File: src/rtl/eurx_pkg.sv
// Shared types for the edge-interval receiver.
package eurx_pkg;
    typedef enum logic {
        RX_IDLE = 1'b0,
        RX_RUN  = 1'b1
    } rx_state_e;
endpackage

File: src/rtl/eurx_edge_detect.sv
// Synchronises the asynchronous serial input and flags its transitions.
// Assumes the line idles high; the chain resets to ones so no edge is
// reported out of reset.
module eurx_edge_detect #(
    parameter int SYNC_STAGES = 2
) (
    input  logic clk,
    input  logic rst_n,
    input  logic line_in,
    output logic rise,
    output logic fall
);
    logic [SYNC_STAGES:0] chain;

    // Shift the line through the synchroniser plus one history stage.
    always_ff @(posedge clk) begin
        if (!rst_n) chain <= '1;
        else        chain <= {chain[SYNC_STAGES-1:0], line_in};
    end

    assign rise = chain[SYNC_STAGES-1] & ~chain[SYNC_STAGES];
    assign fall = ~chain[SYNC_STAGES-1] & chain[SYNC_STAGES];
endmodule

File: src/rtl/eurx_interval_timer.sv
// Counts cycles since the last accepted transition. A clear wins over
// counting. Assumes the caller clears it before it can wrap.
module eurx_interval_timer #(
    parameter int CNT_W = 9
) (
    input  logic             clk,
    input  logic             rst_n,
    input  logic             clear,
    input  logic             run,
    output logic [CNT_W-1:0] count
);
    // Restart on clear, advance while a frame is open.
    always_ff @(posedge clk) begin
        if (!rst_n)     count <= '0;
        else if (clear) count <= '0;
        else if (run)   count <= count + CNT_W'(1);
    end
endmodule

File: src/rtl/eurx_run_decoder.sv
// Turns one measured interval into a run of equal bits and merges it into
// the frame image. Purely combinational. Assumes pos < FRAME_BITS; bits
// beyond the frame are dropped.
module eurx_run_decoder #(
    parameter int BIT_CYCLES = 16,
    parameter int FRAME_BITS = 10,
    parameter int CNT_W      = 9,
    parameter int POS_W      = 4,
    parameter int N_W        = 5
) (
    input  logic [CNT_W-1:0]      interval,
    input  logic [POS_W-1:0]      pos,
    input  logic                  level,
    input  logic [FRAME_BITS-1:0] frame_in,
    output logic [N_W-1:0]        nbits,
    output logic [FRAME_BITS-1:0] frame_out,
    output logic                  done
);
    localparam int SUM_W = CNT_W + 1;
    localparam int E_W   = N_W + 1;

    logic [SUM_W-1:0] rounded;
    logic [SUM_W-1:0] quotient;
    logic [E_W-1:0]   end_idx;

    // Round to the nearest whole bit count.
    assign rounded  = {1'b0, interval} + SUM_W'(BIT_CYCLES / 2);
    assign quotient = rounded / SUM_W'(BIT_CYCLES);
    assign nbits    = N_W'(quotient);
    assign end_idx  = E_W'(pos) + E_W'(nbits);
    assign done     = (end_idx >= E_W'(FRAME_BITS));

    // Each frame position inside [pos, end_idx) takes the run level.
    for (genvar i = 0; i < FRAME_BITS; i++) begin : g_fill
        assign frame_out[i] = ((E_W'(i) >= E_W'(pos)) && (E_W'(i) < end_idx))
                              ? level : frame_in[i];
    end
endmodule

File: src/rtl/edge_uart_rx.sv
// Edge-interval serial byte receiver (start, DATA_BITS data LSB first, stop).
// Measures transition spacing instead of sampling bit centres. Assumes the
// sender's bit width is BIT_CYCLES clocks within half a bit per run.
module edge_uart_rx #(
    parameter int BIT_CYCLES  = 16,
    parameter int DATA_BITS   = 8,
    parameter int SYNC_STAGES = 2
) (
    input  logic                 clk,
    input  logic                 rst_n,
    input  logic                 rx_line,
    output logic [DATA_BITS-1:0] rx_byte,
    output logic                 rx_valid,
    output logic                 rx_frame_err
);
    import eurx_pkg::*;

    localparam int FRAME_BITS = DATA_BITS + 2;
    localparam int CNT_W      = $clog2(FRAME_BITS * BIT_CYCLES + 1) + 1;
    localparam int POS_W      = $clog2(FRAME_BITS + 1);
    localparam int N_W        = $clog2(FRAME_BITS + 2) + 1;

    rx_state_e             st;
    logic [POS_W-1:0]      pos;
    logic                  pol;
    logic [FRAME_BITS-1:0] frame_q;
    logic [FRAME_BITS-1:0] frame_nx;
    logic [CNT_W-1:0]      cnt;
    logic [CNT_W-1:0]      interval;
    logic [CNT_W-1:0]      limit;
    logic [N_W-1:0]        nbits;
    logic                  done;
    logic                  rise, fall;
    logic                  accept, tmo, evt, clr;

    eurx_edge_detect #(.SYNC_STAGES(SYNC_STAGES)) u_edge (
        .clk(clk), .rst_n(rst_n), .line_in(rx_line), .rise(rise), .fall(fall)
    );

    eurx_interval_timer #(.CNT_W(CNT_W)) u_timer (
        .clk(clk), .rst_n(rst_n), .clear(clr), .run(st == RX_RUN), .count(cnt)
    );

    eurx_run_decoder #(
        .BIT_CYCLES(BIT_CYCLES), .FRAME_BITS(FRAME_BITS),
        .CNT_W(CNT_W), .POS_W(POS_W), .N_W(N_W)
    ) u_dec (
        .interval(interval), .pos(pos), .level(pol), .frame_in(frame_q),
        .nbits(nbits), .frame_out(frame_nx), .done(done)
    );

    // Interval includes the edge cycle; timeout limit covers owed bits.
    assign interval = cnt + CNT_W'(1);
    assign limit    = CNT_W'((FRAME_BITS - int'(pos)) * BIT_CYCLES);
    assign accept   = (st == RX_RUN) && (rise || fall) && (nbits != '0);
    assign tmo      = (st == RX_RUN) && !(rise || fall) && (interval >= limit);
    assign evt      = accept || tmo;
    assign clr      = (st == RX_IDLE) || evt;

    // Frame sequencing: start, run merge, completion and re-arm.
    always_ff @(posedge clk) begin
        if (!rst_n) begin
            st           <= RX_IDLE;
            pos          <= '0;
            pol          <= 1'b0;
            frame_q      <= '0;
            rx_byte      <= '0;
            rx_valid     <= 1'b0;
            rx_frame_err <= 1'b0;
        end else begin
            rx_valid     <= 1'b0;
            rx_frame_err <= 1'b0;
            case (st)
                RX_IDLE: begin
                    if (fall) begin
                        st      <= RX_RUN;
                        pos     <= '0;
                        pol     <= 1'b0;
                        frame_q <= '0;
                    end
                end
                RX_RUN: begin
                    if (evt) begin
                        if (done) begin
                            rx_valid     <= 1'b1;
                            rx_byte      <= frame_nx[DATA_BITS:1];
                            rx_frame_err <= ~frame_nx[FRAME_BITS-1];
                            pos          <= '0;
                            pol          <= 1'b0;
                            frame_q      <= '0;
                            st           <= (accept && fall) ? RX_RUN : RX_IDLE;
                        end else begin
                            pos     <= pos + POS_W'(nbits);
                            pol     <= ~pol;
                            frame_q <= frame_nx;
                        end
                    end
                end
                default: st <= RX_IDLE;
            endcase
        end
    end
endmodule

File: config.mk
export PLATFORM = sky130hd
export DESIGN_NAME = edge_uart_rx
export DESIGN_NICKNAME = d
export VERILOG_FILES = /design/src/rtl/eurx_pkg.sv /design/src/rtl/eurx_edge_detect.sv /design/src/rtl/eurx_interval_timer.sv /design/src/rtl/eurx_run_decoder.sv /design/src/rtl/edge_uart_rx.sv
export SDC_FILE = /design/constraint.sdc
export NUM_CORES = 1
export LEC_CHECK = 0
export ABC_AREA = 0
export BUFFER_PORTS_ARGS = -buffer_cell sky130_fd_sc_hd__buf_4
export CORE_UTILIZATION = 38
export CTS_CLUSTER_DIAMETER = 100
export DETAILED_ROUTE_END_ITERATION = 12
export SYNTH_ARGS = -nofsm -noshare
export SYNTH_HDL_FRONTEND = slang
export SYNTH_HIERARCHICAL = 1
export SYNTH_SLANG_ARGS = --single-unit
File: constraint.sdc
create_clock -name clk -period 5.6 [get_ports clk]
set_input_delay 0.84 -clock clk [delete_from_list [all_inputs] [get_ports clk]]
set_output_delay 0.84 -clock clk [all_outputs]
set_load 0.1 [all_outputs]
==> results of run 1 <==
## worst max path at each step
stage / start / to / slack, ps / depth (start not counted)
2_1_floorplan: u_timer/count[0] / pos[3] / 1680 / 14
4_1_cts: u_timer/count[0] / frame_q[7] / 1090 / 14
3_5_place_dp: u_timer/count[0] / frame_q[7] / 1110 / 14
5_1_grt: u_timer/count[0] / pos[2] / 680 / 14
6_report: u_timer/count[1] / frame_q[7] / 1070 / 14
3_3_place_gp: u_timer/count[0] / frame_q[3] / 1200 / 14
## state kept, by name (all words and copies together), names as in the netlist, 3 cells and up
signal,cells
frame_q,9
u_timer/count,9
rx_byte,8
pos,4
u_edge/chain,3
## metrics by stage
step	power, W	setup WS [ps]	std cells	hold WS (ps)
CTS	0.000501	1090	374	414
floorplan	0.000285	1680	287	386
finish	0.000496	1070	374	408
global route	0.000515	682	374	420
detailed placement	0.000288	1110	366	395
global placement	0.000288	1200	366	389
## worst register-to-register path, delay by kind of cell (launching register included)
kind,cells,cell delay (ps)
compound gates,2,500
xor+xnor,2,610
fa+ha+maj,3,1070
buf+inv,1,100
flops,1,520
mux,1,170
simple gates,5,1480
## power by group through the flow
stage | clock network (W) | logic (W) | registers, W
final | 0.000214 | 0.0000162 | 0.000266
after global routing | 0.000231 | 0.0000180 | 0.000266
after CTS | 0.000219 | 0.0000163 | 0.000266
after detailed placement | 0 | 0.0000161 | 0.000272
after global placement | 0 | 0.0000162 | 0.000272
after floorplan | 0 | 0.0000139 | 0.000271
## metal layers
layer  GRT usage  up-vias  share of wire
met2       0.244       29           0.44
met3      0.0237        3          0.027
met4      0.0462        0         0.0074
met5           0        -              0
li1            -     1036              -
met1       0.225      941           0.53
## area by class of cell
type / count / area (um^2) / area share
multi-input combinational: 232 / 1700 / 0.615
sequential: 37 / 741 / 0.268
clock buffer: 7 / 96.3 / 0.0349
tap: 77 / 96.3 / 0.0349
timing repair buffer: 12 / 90.1 / 0.0326
inverter: 8 / 30.0 / 0.0109
clock inverter: 1 / 8.76 / 0.00317
==> out/metrics.csv, run 1 <==
stage,metric,value,unit
synthesis,Mapped Cells,287,
cts,Resized cells post-CTS,0,
detailed_routing,ANT nets after route,0,
min_path,hold crit path type,register to register,
final_layout,Final Cell Area,2760,um^2
min_path,Hold EP,u_edge/chain[1],
critical_path,crit-path leading delay family,simple AND/OR/NAND/NOR gates,
synthesis,YS warnings,6,
final_layout,"commonest non-fill, non-tap cells in the layout","nand2_1 (55), dfxtp_1 (37), mux2i_1 (22)",
sta,Tcrit/Tclk final,0.808,
global_route,first-pass GRT wire length,9030,um
sta,Slew headroom,0.320,
critical_path,CP cell instances,"ha_1, nand3_1, xor2_1, inv_1, ha_1, xor2_1, fa_1, or2_2, a2111o_1, o211a_1, or2_1, nor2_1, nand2_1, mux2i_1",
critical_path,Max stage delay on crit path,670,ps
detailed_routing,first drt pass iteration count,4,
global_route,largest net degree at the start of global routing,27,
synthesis,Mean Syn Cell Area,8.79,um^2
detailed_routing,Initial DRC Count,111,
critical_path,startpoint types,register,
placed_design,DP Area,2660,um^2
floorplan,Die X,83.5,um
floorplan,row cnt,29,
floorplan,initial core utilization,0.395,
placed_design,dpl hpwl,3830,um
cts,CTS Buf Count,5,
global_route,initial antenna violation count,0,
cts,cts hold-fix bufs,0,
detailed_routing,Residual DRC,0,
final_layout,share of layout cells above drive strength 1,0.141,
critical_path,Crit Path Max Fanout,12,
pwr,internal power,0.000383,W
final_layout,Layout Area Growth over Synthesis,9.42,%
sta,final period demand of the worst path,4530,ps
critical_path,WS Path Type,register to register,
pwr,Switching Fraction,0.227,
synthesis,mapped cell area,2520,um^2
sta,Worst Max-Slew Pin Slew,1020,ps
final_layout,fin util,0.432,
cts,clock sink count,37,
sta,final setup fails,0,
cts,postcts setup bufs,0,
pwr,Worst IR Drop VDD,177,uV
final_layout,number of fill cells,646,
sta,f_max,221,MHz
pwr,combinational power share,0.033,
sta,Final Slew Violations,0,
global_route,Tot GR Track Use,0.157,
critical_path,crit path capture type,register,
detailed_routing,DRT Wirelength,5110,um
critical_path,CP Buf/Inv Count,1,
floorplan,# IOs,13,
global_route,global route overflow,0,
pwr,Flop pwr share,0.536,
pwr,Pleak,1.09,nW
critical_path,critical path's slowest cell,nor2_1,
final_layout,"commonest non-fill, non-tap cell in the layout",nand2_1,
sta,Clock Skew,4.99,ps
cts,worst skew pair latency,290,ps
min_path,hold depth,1,
cts,"CTS clk-pin slew, worst paths",80,ps
cts,CTS tree,yes,
cts,worst-case clock buffer depth,2,
detailed_routing,Avg Vias per Cell,5.37,
detailed_routing,Vias,2009,
cts,CTS Root Cell,clkbuf_8,
sta,unrepaired setup endpoints after global routing,false,
critical_path,Worst Path Arrival,4750,ps
critical_path,R2R Path Start,u_timer/count[1],
pwr,power share of the clock group,0.431,
final_layout,nets,319,
placed_design,Placer Congestion,0.847,
floorplan,Die Ht,83.5,um
critical_path,critical path data required time,5820,ps
detailed_routing,post-DR wirelength/cell,13.7,um
job,max-cap violation count,0,
outcome,status,"complete, no violations",
min_path,Hold Path Origin,u_edge/chain[0],
sta,final setup TNS,0,ps
placed_design,PortBufs,12,
floorplan,core area,6390,um^2
pwr,switching pwr,0.000113,W
pwr,PD cells,180,nW/um^2
critical_path,"reg-to-reg slack, setup",1070,ps
global_route,vias in the first global route,1920,
synthesis,syn nets,310,
critical_path,Reg2Reg Depth,14,
sta,final hold vios,0,
critical_path,reg-to-reg endpoint,frame_q[7],
final_layout,antenna cells,0,
floorplan,die footprint,6970,um^2
cts,H-tree Lvls,2,
Note: power is estimated with default switching activity, not from simulation.
==> inputs of run 2 (changes only) <==
==> constraint.sdc (replaced) <==
create_clock -name clk -period 3.83 [get_ports clk]
set_input_delay 0.5745 -clock clk [delete_from_list [all_inputs] [get_ports clk]]
set_output_delay 0.5745 -clock clk [all_outputs]
set_load 0.1 [all_outputs]
==> run 2 against run 1 <==
  * Final cell count up 6.7%
  * Die area unchanged
  * Cell area up 11%
  * Clock skew up 2.9 ps
  * Global-route usage up 0.90 points
  * Utilization up 4.6 points
  * Combinational power up 60%
  * Fmax up 24%
  * Critical path depth unchanged
  * Flip-flop and latch count unchanged
  * Wire length up 6.8%
  * Critical path type unchanged
  * Largest cell class unchanged
==> out/metrics.csv, run 2 (same netlist as run 1, synthesis figures left out) <==
stage,metric,value,unit,change
cts,worst skew pair latency,290,ps,about the same
cts,CTS tree,yes,,
cts,clock sink count,37,,unchanged
min_path,Hold EP,u_edge/chain[1],,
final_layout,fin cells,399,,+6.7%
sta,final period demand of the worst path,3660,ps,-870 ps
final_layout,Multi-input gate area,1770,um^2,+4.1%
pwr,Worst IR Drop VDD,241,uV,+36%
sta,Slew headroom,0.290,,-0.0292
outcome,status,"complete, no violations",,
job,max-cap violation count,0,,unchanged
sta,final hold vios,0,,unchanged
floorplan,Die X,83.5,um,unchanged
critical_path,R2R Path Start,u_timer/count[0],,
sta,unrepaired setup endpoints after global routing,false,,
detailed_routing,Residual DRC,0,,unchanged
sta,Final WS setup,173,ps,-900 ps
detailed_routing,Vias,2089,,+4.0%
global_route,global route overflow,0,,unchanged
cts,CTS Root Cell,clkbuf_8,,
detailed_routing,post-DR wirelength/cell,13.7,um,about the same
placed_design,Placer Congestion,0.839,,-0.94%
floorplan,# IOs,13,,unchanged
sta,Tcrit/Tclk final,0.955,,+0.146
final_layout,"commonest non-fill, non-tap cell in the layout",nand2_1,,
critical_path,CP cell instances,"ha_1, nand3_1, xor2_1, inv_2, ha_4, ha_1, fa_2, xor2_1, or2_2, a2111o_1, o211a_1, or2_1, or4_1, o221ai_1",,
min_path,hold depth,1,,unchanged
global_route,largest net degree at the start of global routing,27,,unchanged
detailed_routing,Avg Vias per Cell,5.24,,-2.5%
final_layout,number of fill cells,617,,-4.5%
critical_path,Max stage delay on crit path,510,ps,-160 ps
floorplan,die footprint,6970,um^2,unchanged
final_layout,antenna cells,0,,unchanged
critical_path,crit path capture type,register,,
placed_design,DP Worst Slack,17.4,ps,-1090 ps
floorplan,initial core utilization,0.395,,unchanged
sta,final setup fails,0,,unchanged
critical_path,Crit Path Max Fanout,3,,-9
floorplan,row cnt,29,,unchanged
cts,worst-case clock buffer depth,2,,unchanged
critical_path,critical path data required time,4040,ps,-1780 ps
min_path,hold crit path type,register to register,,
sta,Clock Skew,7.86,ps,+2.86 ps
critical_path,CP Buf/Inv Count,1,,unchanged
cts,CTS Buf Count,5,,unchanged
global_route,first-pass GRT wire length,9430,um,+4.5%
cts,"CTS clk-pin slew, worst paths",80,ps,about the same
final_layout,fin util,0.478,,+0.0457
detailed_routing,DRT Wirelength,5450,um,+6.8%
critical_path,Reg2Reg Depth,14,,unchanged
critical_path,critical path's slowest cell,or4_1,,
global_route,Tot GR Track Use,0.166,,+0.00902
placed_design,DP Area,2800,um^2,+5.5%
critical_path,startpoint types,register,,
critical_path,crit-path leading delay family,simple AND/OR/NAND/NOR gates,,
final_layout,nets,344,,+7.8%
final_layout,Layout Area Growth over Synthesis,21.0,%,
sta,Final Slew Violations,0,,unchanged
pwr,PD cells,271,nW/um^2,+51%
global_route,initial antenna violation count,0,,unchanged
placed_design,DP Cell Count,385,,+5.2%
critical_path,Worst Path Arrival,3870,ps,-880 ps
floorplan,core area,6390,um^2,unchanged
sta,f_max,273,MHz,+24%
critical_path,CP Launch Point,u_timer/count[0],,
placed_design,dpl hpwl,3990,um,+4.3%
detailed_routing,ANT nets after route,0,,unchanged
pwr,Pleak,1.25,nW,+14%
critical_path,WS Path Type,register to register,,
final_layout,"commonest non-fill, non-tap cells in the layout","nand2_1 (55), buf_4 (36), dfxtp_1 (33)",,
detailed_routing,Initial DRC Count,70,,-37%
critical_path,"reg-to-reg slack, setup",170,ps,-900 ps
placed_design,PortBufs,12,,unchanged
sta,final setup TNS,0,ps,unchanged
final_layout,share of layout cells above drive strength 1,0.252,,+0.110
sta,Worst Max-Slew Pin Slew,1060,ps,+43.8 ps
cts,H-tree Lvls,2,,unchanged
final_layout,FF+latch area,746,um^2,+0.68%
final_layout,Final Cell Area,3050,um^2,+11%
cts,cts hold-fix bufs,0,,unchanged
global_route,vias in the first global route,2026,,+5.5%
floorplan,Die Ht,83.5,um,unchanged
final_layout,biggest regs,"frame_q: 9 flops, u_timer/count: 9 flops, rx_byte: 8 flops",,
min_path,Hold Path Origin,u_edge/chain[0],,
detailed_routing,first drt pass iteration count,4,,unchanged
critical_path,reg-to-reg endpoint,pos[3],,
-- run 2: cell types whose count changed in the layout (fill, tap and decap cells not counted), sizes merged --
cell and delta:
clkbuf -2, buf +25, bufinv +2
-- run 2: power breakdown --
part	switching [W]	internal (W)	total, W
logic	0.0000166	0.00000942	0.0000260
registers	0.00000257	0.000386	0.000389
clock network	0.000150	0.000262	0.000413
total	0.000170	0.000658	0.000827
-- run 2: stage by stage --
stage | power (W) | hold slack [ps]
floorplan | 0.000417 | 386
global placement | 0.000423 | 391
detailed placement | 0.000424 | 402
CTS | 0.000834 | 421
global route | 0.000856 | 437
finish | 0.000827 | 415
-- run 2: area by class of cell --
class,count,share of cell area
clock buffers,5,0.0226
flip-flops and latches,37,0.244
repair buffers,37,0.0902
clock inverters,3,0.0226
well taps,77,0.0316
inverters,8,0.00984
multi-input cells,232,0.579
-- run 2: worst max path at each step --
stage | endpoint | cells past startpoint | slack [ps]
final | pos[3] | 14 | 170
after global routing | frame_q[6] | 16 | 4
after CTS | frame_q[6] | 17 | 2
after detailed placement | frame_q[6] | 17 | 20
after global placement | pos[3] | 14 | 100
after floorplan | pos[3] | 14 | 10
-- run 2: what timing repair did --
item | 4_1_cts | 5_1_grt
resized for setup | 2 | 12
buffers inserted | 0 | 5
pin swaps | 0 | 3
cloned | 1 | 0
setup endpoints to repair | 1 | 24
-- run 2: per-layer routing --
layer,global-route usage,vias to the layer above,share of wire
li1,-,1083,-
met1,0.231,978,0.53
met2,0.268,23,0.44
met3,0.0297,5,0.026
met4,0.0416,0,0.0094
met5,0,-,0
